**src/rtl/sdw_pkg.sv**
```systemverilog
package sdw_pkg;

    localparam int          DATA_W   = 32;
    localparam int          CNT_W    = 4;
    localparam int          OFS_CTRL = 0;
    localparam int          OFS_MODE = 4;
    localparam int          OFS_STAT = 8;
    localparam logic [7:0]  SHDN_KEY = 8'hA5;

    typedef enum logic [0:0] {
        ST_ON  = 1'b0,
        ST_OFF = 1'b1
    } pwr_state_e;

    typedef enum logic [2:0] {
        PM_NONE = 3'd0,
        PM_HIGH = 3'd1,
        PM_LOW  = 3'd2,
        PM_ANY  = 3'd3
    } pin_mode_e;

    typedef struct packed {
        logic             rtc_en;
        logic             rtt_en;
        logic [CNT_W-1:0] cnt;
        logic [2:0]       pmode;
    } mode_t;

    // Wake source vector: bit 0 pin, bit 1 real-time timer, bit 2 real-time clock
    localparam int SRC_N = 3;

endpackage

```
**src/rtl/sdw_regs.sv**
```systemverilog
module sdw_regs
    import sdw_pkg::*;
#(
    parameter int ADDR_W = 4
) (
    input  logic              clk,
    input  logic              rst_n,
    input  logic              bus_sel,
    input  logic              bus_wr,
    input  logic [ADDR_W-1:0] bus_addr,
    input  logic [DATA_W-1:0] bus_wdata,
    output logic [DATA_W-1:0] bus_rdata,
    input  logic [SRC_N-1:0]  wake_set,
    output mode_t             mode_q,
    output logic [SRC_N-1:0]  stat_q,
    output logic              shdn_req
);

    logic hit_ctrl, hit_mode, hit_stat;
    logic wr_mode, rd_stat;

    assign hit_ctrl = (bus_addr == ADDR_W'(OFS_CTRL));
    assign hit_mode = (bus_addr == ADDR_W'(OFS_MODE));
    assign hit_stat = (bus_addr == ADDR_W'(OFS_STAT));

    assign wr_mode  = bus_sel && bus_wr && hit_mode;
    assign rd_stat  = bus_sel && !bus_wr && hit_stat;

    // Keyed command: password in the top byte plus the command bit
    assign shdn_req = bus_sel && bus_wr && hit_ctrl
                      && (bus_wdata[31:24] == SHDN_KEY) && bus_wdata[0];

    always_ff @(posedge clk or negedge rst_n) begin
        if (!rst_n) begin
            mode_q.pmode  <= PM_ANY;
            mode_q.cnt    <= '0;
            mode_q.rtt_en <= 1'b0;
            mode_q.rtc_en <= 1'b0;
        end else if (wr_mode) begin
            mode_q.pmode  <= bus_wdata[2:0];
            mode_q.cnt    <= bus_wdata[4 +: CNT_W];
            mode_q.rtt_en <= bus_wdata[16];
            mode_q.rtc_en <= bus_wdata[17];
        end
    end

    // New wake flags win over a clearing read in the same cycle
    always_ff @(posedge clk or negedge rst_n) begin
        if (!rst_n) begin
            stat_q <= '0;
        end else begin
            stat_q <= (rd_stat ? '0 : stat_q) | wake_set;
        end
    end

    always_comb begin
        bus_rdata = '0;
        if (bus_sel && !bus_wr) begin
            if (hit_mode) begin
                bus_rdata[2:0]         = mode_q.pmode;
                bus_rdata[4 +: CNT_W]  = mode_q.cnt;
                bus_rdata[16]          = mode_q.rtt_en;
                bus_rdata[17]          = mode_q.rtc_en;
            end else if (hit_stat) begin
                bus_rdata[0]  = stat_q[0];
                bus_rdata[16] = stat_q[1];
                bus_rdata[17] = stat_q[2];
            end
        end
    end

endmodule

```
**src/rtl/sdw_pin_qual.sv**
```systemverilog
module sdw_pin_qual
    import sdw_pkg::*;
#(
    parameter int SYNC_STAGES = 2
) (
    input  logic             clk,
    input  logic             rst_n,
    input  logic             wake_pin,
    input  logic [2:0]       pmode,
    input  logic [CNT_W-1:0] limit,
    input  logic             arm,
    input  logic             capture,
    output logic             pin_hit
);

    localparam logic [CNT_W-1:0] RUN_MAX = {CNT_W{1'b1}};

    logic [SYNC_STAGES-1:0] sync_q;
    logic                   pin_s;
    logic                   ref_q;
    logic                   cond;
    logic [CNT_W-1:0]       run_q;

    for (genvar g = 0; g < SYNC_STAGES; g++) begin : g_sync
        if (g == 0) begin : g_first
            always_ff @(posedge clk or negedge rst_n) begin
                if (!rst_n) sync_q[g] <= 1'b0;
                else        sync_q[g] <= wake_pin;
            end
        end else begin : g_next
            always_ff @(posedge clk or negedge rst_n) begin
                if (!rst_n) sync_q[g] <= 1'b0;
                else        sync_q[g] <= sync_q[g-1];
            end
        end
    end

    assign pin_s = sync_q[SYNC_STAGES-1];

    // Reference level for any-change mode, taken when the supply goes off
    always_ff @(posedge clk or negedge rst_n) begin
        if (!rst_n)       ref_q <= 1'b0;
        else if (capture) ref_q <= pin_s;
    end

    always_comb begin
        case (pmode)
            PM_HIGH: cond = pin_s;
            PM_LOW:  cond = !pin_s;
            PM_ANY:  cond = (pin_s != ref_q);
            default: cond = 1'b0;
        endcase
    end

    // Consecutive-cycle counter, restarted whenever the condition drops
    always_ff @(posedge clk or negedge rst_n) begin
        if (!rst_n) begin
            run_q <= '0;
        end else if (!arm || !cond) begin
            run_q <= '0;
        end else if (run_q != RUN_MAX) begin
            run_q <= run_q + 1'b1;
        end
    end

    assign pin_hit = arm && cond && (run_q >= limit);

endmodule

```
**src/rtl/sdw_fsm.sv**
```systemverilog
module sdw_fsm
    import sdw_pkg::*;
(
    input  logic             clk,
    input  logic             rst_n,
    input  logic             shdn_req,
    input  logic             pin_hit,
    input  logic             rtt_alarm,
    input  logic             rtc_alarm,
    input  logic             rtt_en,
    input  logic             rtc_en,
    output logic             power_en,
    output logic             arm,
    output logic             capture,
    output logic [SRC_N-1:0] wake_set
);

    pwr_state_e       state_q, state_d;
    logic [SRC_N-1:0] src_hit;

    assign src_hit = {rtc_alarm && rtc_en, rtt_alarm && rtt_en, pin_hit};

    always_ff @(posedge clk or negedge rst_n) begin
        if (!rst_n) state_q <= ST_ON;
        else        state_q <= state_d;
    end

    always_comb begin
        state_d = state_q;
        unique case (state_q)
            ST_ON:  if (shdn_req)    state_d = ST_OFF;  // T_SHUTDOWN
            ST_OFF: if (|src_hit)    state_d = ST_ON;   // T_WAKE
            default:                 state_d = ST_ON;
        endcase
    end

    always_comb begin
        power_en = 1'b1;
        arm      = 1'b0;
        capture  = 1'b0;
        wake_set = '0;
        unique case (state_q)
            ST_ON: begin
                capture = shdn_req;
            end
            ST_OFF: begin
                power_en = 1'b0;
                arm      = 1'b1;
                wake_set = src_hit;
            end
            default: ;
        endcase
    end

endmodule

```
**src/rtl/sdw_ctrl.sv**
```systemverilog
module sdw_ctrl
    import sdw_pkg::*;
#(
    parameter int ADDR_W      = 4,
    parameter int SYNC_STAGES = 2
) (
    input  logic              clk,
    input  logic              rst_n,
    input  logic              bus_sel,
    input  logic              bus_wr,
    input  logic [ADDR_W-1:0] bus_addr,
    input  logic [31:0]       bus_wdata,
    output logic [31:0]       bus_rdata,
    input  logic              wake_pin,
    input  logic              rtt_alarm,
    input  logic              rtc_alarm,
    output logic              power_en
);

    mode_t            mode_q;
    logic [SRC_N-1:0] stat_q;
    logic [SRC_N-1:0] wake_set;
    logic             shdn_req;
    logic             pin_hit;
    logic             arm;
    logic             capture;

    sdw_regs #(.ADDR_W(ADDR_W)) u_regs (
        .clk       (clk),
        .rst_n     (rst_n),
        .bus_sel   (bus_sel),
        .bus_wr    (bus_wr),
        .bus_addr  (bus_addr),
        .bus_wdata (bus_wdata),
        .bus_rdata (bus_rdata),
        .wake_set  (wake_set),
        .mode_q    (mode_q),
        .stat_q    (stat_q),
        .shdn_req  (shdn_req)
    );

    sdw_pin_qual #(.SYNC_STAGES(SYNC_STAGES)) u_pin (
        .clk      (clk),
        .rst_n    (rst_n),
        .wake_pin (wake_pin),
        .pmode    (mode_q.pmode),
        .limit    (mode_q.cnt),
        .arm      (arm),
        .capture  (capture),
        .pin_hit  (pin_hit)
    );

    sdw_fsm u_fsm (
        .clk       (clk),
        .rst_n     (rst_n),
        .shdn_req  (shdn_req),
        .pin_hit   (pin_hit),
        .rtt_alarm (rtt_alarm),
        .rtc_alarm (rtc_alarm),
        .rtt_en    (mode_q.rtt_en),
        .rtc_en    (mode_q.rtc_en),
        .power_en  (power_en),
        .arm       (arm),
        .capture   (capture),
        .wake_set  (wake_set)
    );

endmodule

```
**config.mk**
```make
export PLATFORM = sky130hd
export DESIGN_NAME = sdw_ctrl
export DESIGN_NICKNAME = d
export VERILOG_FILES = /design/src/rtl/sdw_pkg.sv /design/src/rtl/sdw_regs.sv /design/src/rtl/sdw_pin_qual.sv /design/src/rtl/sdw_fsm.sv /design/src/rtl/sdw_ctrl.sv
export SDC_FILE = /design/constraint.sdc
export NUM_CORES = 1
export LEC_CHECK = 0
export BUFFER_PORTS_ARGS = -buffer_cell sky130_fd_sc_hd__buf_2
export CAP_MARGIN = 40
export CORE_UTILIZATION = 40
export DETAILED_ROUTE_END_ITERATION = 10
export PLACE_DENSITY = 0.81
export RECOVER_POWER = 50
export SYNTH_ARGS = -nofsm -noshare
export SYNTH_HDL_FRONTEND = slang
export SYNTH_HIERARCHICAL = 1
export SYNTH_SLANG_ARGS = --single-unit
```
**constraint.sdc**
```tcl
create_clock -name clk -period 3.1 [get_ports clk]
set_clock_uncertainty 0.1 [all_clocks]
set_input_delay 0.155 -clock clk [delete_from_list [all_inputs] [get_ports clk]]
set_output_delay 0.155 -clock clk [all_outputs]
set_load 0.005 [all_outputs]
```
Word level (Yosys, flattened, before mapping)
Index checks and enable logic that the tools add are counted.
{"block": "totals", "out_inout_bits": 33, "elab_cells": 61, "regBits": 20, "input_bits": 43}
{"block": "classes", "bitwise_logic": 2, "n_lt_le_gt_ge": 1, "reduce_logical": 19, "n_eq_ne": 8, "n_addsub": 1, "muxes": 20}
{"operator": "$mux W4", "n": 4}
{"operator": "$logic_and A1 B1 Y1", "n": 11}
{"operator": "$mux W3", "n": 3}
{"operator": "$eq A8 B8 Y1 const B", "n": 1}
{"operator": "$mux W2", "n": 4}
{"operator": "$mux W1", "n": 7}
{"operator": "$eq A3 B2 Y1 const B", "n": 2}
{"operator": "$add A4 B1 Y4 const B", "n": 1}
{"operator": "$eq A4 B3 Y1 const B", "n": 1}
{"operator": "$eq A4 B4 Y1 const B", "n": 1}
{"operator": "$ge A4 B4 Y1", "n": 1}
{"operator": "$logic_not A1 Y1", "n": 4}
{"operator": "$logic_not A4 Y1", "n": 1}
{"operator": "$ne A4 B4 Y1 const B", "n": 1}
{"operator": "$eq A3 B1 Y1 const B", "n": 1}
{"operator": "$or A3 B3 Y3", "n": 1}
{"operator": "$pmux W1 S3", "n": 1}
{"operator": "$reduce_or A3 Y1", "n": 1}
{"operator": "$pmux W1 S2", "n": 1}
{"operator": "$reduce_bool A2 Y1", "n": 1}
{"operator": "$logic_or A1 B1 Y1", "n": 1}
{"operator": "$ne A1 B1 Y1", "n": 1}
{"operator": "$not A1 Y1", "n": 1}

Depth between registers and ports, before layout
{"block": "logic_depth", "ltp_word": 7, "depth_mapped": 8, "depth_no_buf": 8}

Cells and area by module
The synthesis kept the hierarchy.
{"module": "sdw_regs", "seq_area_each_um2": 302.8, "instances": 1, "cells_per_inst": 70, "area_each_um2": 787.0}
{"module": "sdw_pin_qual", "seq_area_each_um2": 175.2, "instances": 1, "cells_per_inst": 39, "area_each_um2": 450.4}
{"module": "sdw_fsm", "seq_area_each_um2": 25.0, "instances": 1, "cells_per_inst": 9, "area_each_um2": 76.3}

Least setup slack after synthesis
No wires, ideal clock.
{"block": "synth_timing", "kind": "input-to-reg", "start": "input port bus_addr[1]", "end": "register u_pin.ref_q", "arrival_time_ps": 1486, "required_ps": 2875, "n_path_buf": 0, "slack_ps": 1390, "setup_ps": 125, "path_stages": 4, "path_cell_list": "or4b_4 nor4_1 nor2b_2 mux2_2"}
{"block": "synth_via", "elab_chain_len": 5}
{"item": "start, declared", "line": "sdw_ctrl.sv:11", "rtl": "input logic [ADDR_W-1:0] bus_addr,"}
{"item": "$logic_not A4 Y1", "line": "sdw_regs.sv:22", "rtl": "assign hit_ctrl = (bus_addr == ADDR_W'(OFS_CTRL));"}
{"item": "$logic_and A1 B1 Y1", "line": "sdw_regs.sv:30", "rtl": "assign shdn_req = bus_sel && bus_wr && hit_ctrl"}
{"item": "$logic_and A1 B1 Y1 (2 in a row)", "line": "sdw_regs.sv:31", "rtl": "&& (bus_wdata[31:24] == SHDN_KEY) && bus_wdata[0];"}
{"item": "named net shdn_req", "line": "sdw_ctrl.sv:23", "rtl": "logic shdn_req;"}
{"item": "$mux W1", "line": "sdw_fsm.sv:42", "rtl": "unique case (state_q)"}
{"item": "named net capture", "line": "sdw_ctrl.sv:26", "rtl": "logic capture;"}
{"item": "end signal, assigned", "line": "sdw_pin_qual.sv:43", "rtl": "else if (capture) ref_q <= pin_s;"}
{"item": "end, declared", "line": "sdw_pin_qual.sv:20", "rtl": "logic ref_q;"}
The timed path passes the listed nets, and every way through them passes these cells.
A chain may end at the register's enable or synchronous reset.

Final worst setup path
{"block": "layout_timing", "start": "input port bus_addr[1]", "end": "output port bus_rdata[2]"}
{"block": "layout_via", "elab_chain_len": 3}
{"item": "$eq A4 B3 Y1", "line": "sdw_regs.sv:23", "rtl": "assign hit_mode = (bus_addr == ADDR_W'(OFS_MODE));"}
{"item": "$mux W2", "line": "sdw_regs.sv:59", "rtl": "if (hit_mode) begin"}
{"item": "$mux W3", "line": "sdw_regs.sv:58", "rtl": "if (bus_sel && !bus_wr) begin"}
{"item": "end, declared", "line": "sdw_ctrl.sv:13", "rtl": "output logic [31:0] bus_rdata,"}
Every way passes these cells.

==> results.txt <==
The flow ran to the end, and the final reports show no timing, DRC or antenna violations. Of the total power, registers draw 48.7%. The starting utilization of the core area is 42.7%. The average wire per cell in the routed design came out at 11.0 um.

The final global-route overflow total came out at 0. The critical path data required time came out at 2840 ps. STA classifies the critical path endpoint as an output pin. The total of max-cap violations came out at 0. The via count of the first global-routing pass came out at 955. The placed standard-cell area came out at 0.00146 sq mm.

The total core area is 0.00308 sq mm. The count of antenna-violating nets left after detailed routing is 0. For this run, design rule violations remaining after detail routing come to 0. Synthesis instantiated 36 different standard cells from the library. Walking the worst path, the cells encountered are buf_2 -> or4b_4 -> nor3b_4 -> and2_2 -> buf_2.

For this run, the slowest stage of the critical path takes 590 ps. The tightest hold path in the finished design has a slack of 17.5 ps. The top-level I/O count came out at 76. The height of the chip came out at 59.3 um. The die covers 0.00352 sq mm. The synthesized cell area came out at 0.00131 sq mm. The cell that appears most often on the critical path is buf_2. The type of the worst min-delay path is input pin to flip-flop. The switching part of the total came out at 23.4%. The max-slew violation count came out at 0.

The worst path uses 60.0% of the clock period. The data arrival time of the critical path came out at 1600 ps. For this run, the number of Yosys warnings is 6.

The worst supply voltage drop on vdd is 0.358 mV. The number of filler instances in the final layout came out at 299. After clock tree synthesis, the clock-pin slew on the worst setup and hold paths is 110 ps.

In this run the deepest clock path goes through 2 buffers. Per report_power, the combinational group accounts for 18.0% of the total. The cell at the root of the clock tree is clkbuf_4. The share of post-route cells with drive strength above 1 is 43.5%. Leaving out fill and tap cells, the most frequent cell in the layout is buf_2.

In this run the worst path has a maximum fanout of 9. The average footprint of a synthesized cell came out at 11.1 sq um. The clock network accounts for 33.3% of the total power. The area share of the leading cell type in the synthesized netlist came out at 34.3%. The post-detailed-placement half-perimeter wirelength came out at 1.79 mm.

Headroom to the max-slew limit came out at 30.1%. At the pin with the least slew margin, the transition time is 1050 ps. The critical path in this run is classified as input pin to output pin.

The synthesized design spends more area on one cell type than any other, namely dfrtp_1. The maximum clock rate came out at 0.538 GHz. The die extent in x is 59.3 um. The total setup violations reported at the end of the flow came out at 0. The placer congestion estimate is 0.840.

The net load switching power came out at 0.000148 W. The global-route wire length before repair is 4.06 mm. The post-route minimum period is 1860 ps. The worst setup path is launched from an input pin.

The total clock sinks came out at 20. The reported leakage power is 0.834 nW. Setup repair after global routing left no endpoint under its margin. TritonCTS built the clock tree. The cell area after layout is 0.00162 sq mm. Global routing used 15.4% of the available tracks. After clock tree synthesis, the repair step resized 0 gates. Detailed routing inserted a total of 968 vias. In the layout the commonest cells are 36 x buf_2, 23 x conb_1, 18 x dfrtp_1, 10 x dlygate4sd3_1, 10 x mux2_2. The number of buffers created by CTS is 3.

The floorplan has 20 rows. Counting every instance in the synthesized netlist gives 118. The number of port buffers came out at 37. For this design the ratio of total power to cell area is 391 mW/mm^2. The count of final hold-check violations was 0. The count of state elements after synthesis is 20. The diode insertion count for antenna repair is 0. The kind of cell with the highest combined delay along the critical path is simple AND/OR/NAND/NOR gates. The number of nets in the layout came out at 217. The number of antenna violations at the first check in global routing was 0. After detailed routing, the number of vias per cell comes to 4.57.

The deepest level of the CTS H-tree is 1. Ranked by total cell area, the synthesized netlist is headed by dfrtp_1 34%, buf_4 13%, mux2_2 8.6%. The area growth from synthesis to final layout came out at 23.0%. The starting DRC count in detailed routing came out at 15. The wire length after detailed routing came out at 2.34 mm. The total negative setup slack came out at 0 ps. Entering global routing, the biggest net connects 21 pins. The internal power came out at 0.000484 W. The first detailed-routing pass ran for 4 iterations.

The fraction of the yosys area taken by sequential cells came out at 38.3%. Among all stages on the critical path, the largest delay is contributed by or4b_4. The buffers plus inverters on the worst setup path is 2. The insertion delay to the later sink of the worst-skew pair came out at 300 ps.
## flip-flops by register name (all words and copies together), names as in the netlist
signal / cells
u_pin/ref_q: 1
u_fsm/state_q: 1
u_regs/stat_q: 3
u_pin/run_q: 4
u_pin/sync_q: 1
u_pin/pin_s: 1
u_regs/mode_q: 9
## final timing paths
path | from | end | slack [ps] | cells after the start
hold / removal | bus_wdata[0] | u_regs/mode_q[0] | 20 | 2
setup reg to reg | u_pin/run_q[0] | u_regs/stat_q[0] | 1290 | 8
max in group asynchronous | rst_n | u_pin/run_q[1] | 1830 | 2
min in group asynchronous | rst_n | u_pin/sync_q[0] | 440 | 2
setup / recovery | bus_addr[1] | bus_rdata[2] | 1240 | 5
hold reg to reg | u_pin/sync_q[0] | u_pin/pin_s | 260 | 0
## stage by stage
| stage | setup WS, ps | cells | util [%] | power [W] |
|---|---|---|---|---|
| final | 1240 | 212 | 52.5 | 0.000632 |
| after global routing | 1180 | 212 | 52.5 | 0.000670 |
| after CTS | 1240 | 212 | 52.5 | 0.000640 |
| after detailed placement | 1160 | 198 | 47.6 | 0.000419 |
| after global placement | 1170 | 198 | 47.6 | 0.000414 |
| after floorplan | 1390 | 140 | - | 0.000402 |
## cells by family after synthesis
family,count (synthesis),synth area share [%]
AND/OR/NAND/NOR,35,19.6
flip-flops,20,38.3
AO/OA/AOI/OAI,14,11.6
buffers and inverters,31,15.4
adder cells (fa/ha/maj),5,4.76
multiplexers,11,9.33
XOR/XNOR,1,0.667
other,1,0.285
## timing repair
item                                   4_1_cts  5_1_grt
endpoints found under the hold margin       27        0
hold buffers                                10        0
setup buffers                                0        0
## synthesized netlist by cell type, drive strengths merged
cell type	instances
nor4bb	1
nor2	4
xnor2	1
a22oi	1
nand2	3
conb	1
a21o	3
a31o	1
or4b	1
dfstp	2
dfrtp	18
nor2b	2
nand2b	3
nand4	1
and2	6
a32oi	1
nand3b	1
nor4	1
nand3	3
nor3b	2
o21ai	2
buf	23
inv	8
a22o	3
mux2	10
ha	5
a2111oi	3
and3	3
mux2i	1
nor3	4
## power groups by stage
stage	logic, W	clock network [W]	registers, W
after detailed placement	0.000105	0	0.000314
after floorplan	0.0000939	0	0.000308
after CTS	0.000115	0.000217	0.000309
after global placement	0.000102	0	0.000312
final	0.000113	0.000210	0.000308
after global routing	0.000129	0.000227	0.000314
## worst reg2reg max path, stage by stage, from the launching register on
cell and delay (ps):
dfrtp_1 420, inv_1 60, ha_1 270, nand2b_4 150
a2111oi_4 340, a2111oi_2 90, inv_1 100, nor2_1 50
a21o_1 150
## area by class of cell
type | count | area [sq um] | area share (%)
clock buffers | 3 | 22.5 | 1.39
clock inverters | 1 | 30.0 | 1.86
well taps | 44 | 55.1 | 3.41
inverters | 8 | 30.0 | 1.86
repair buffers | 47 | 284 | 17.6
flip-flops and latches | 20 | 503 | 31.1
multi-input cells | 89 | 691 | 42.8
## metal layers
layer  vias up  track usage (%)  routed length, um  part of all wire, %
met3         4             5.46                182                  7.8
met4         0             3.06                 23                 0.99
li1        470                -                  -                    -
met2        52             27.6               1140                   49
met1       442             17.5                988                   42
met5         -                0                  0                    0
(Power assumes the default switching activity.)
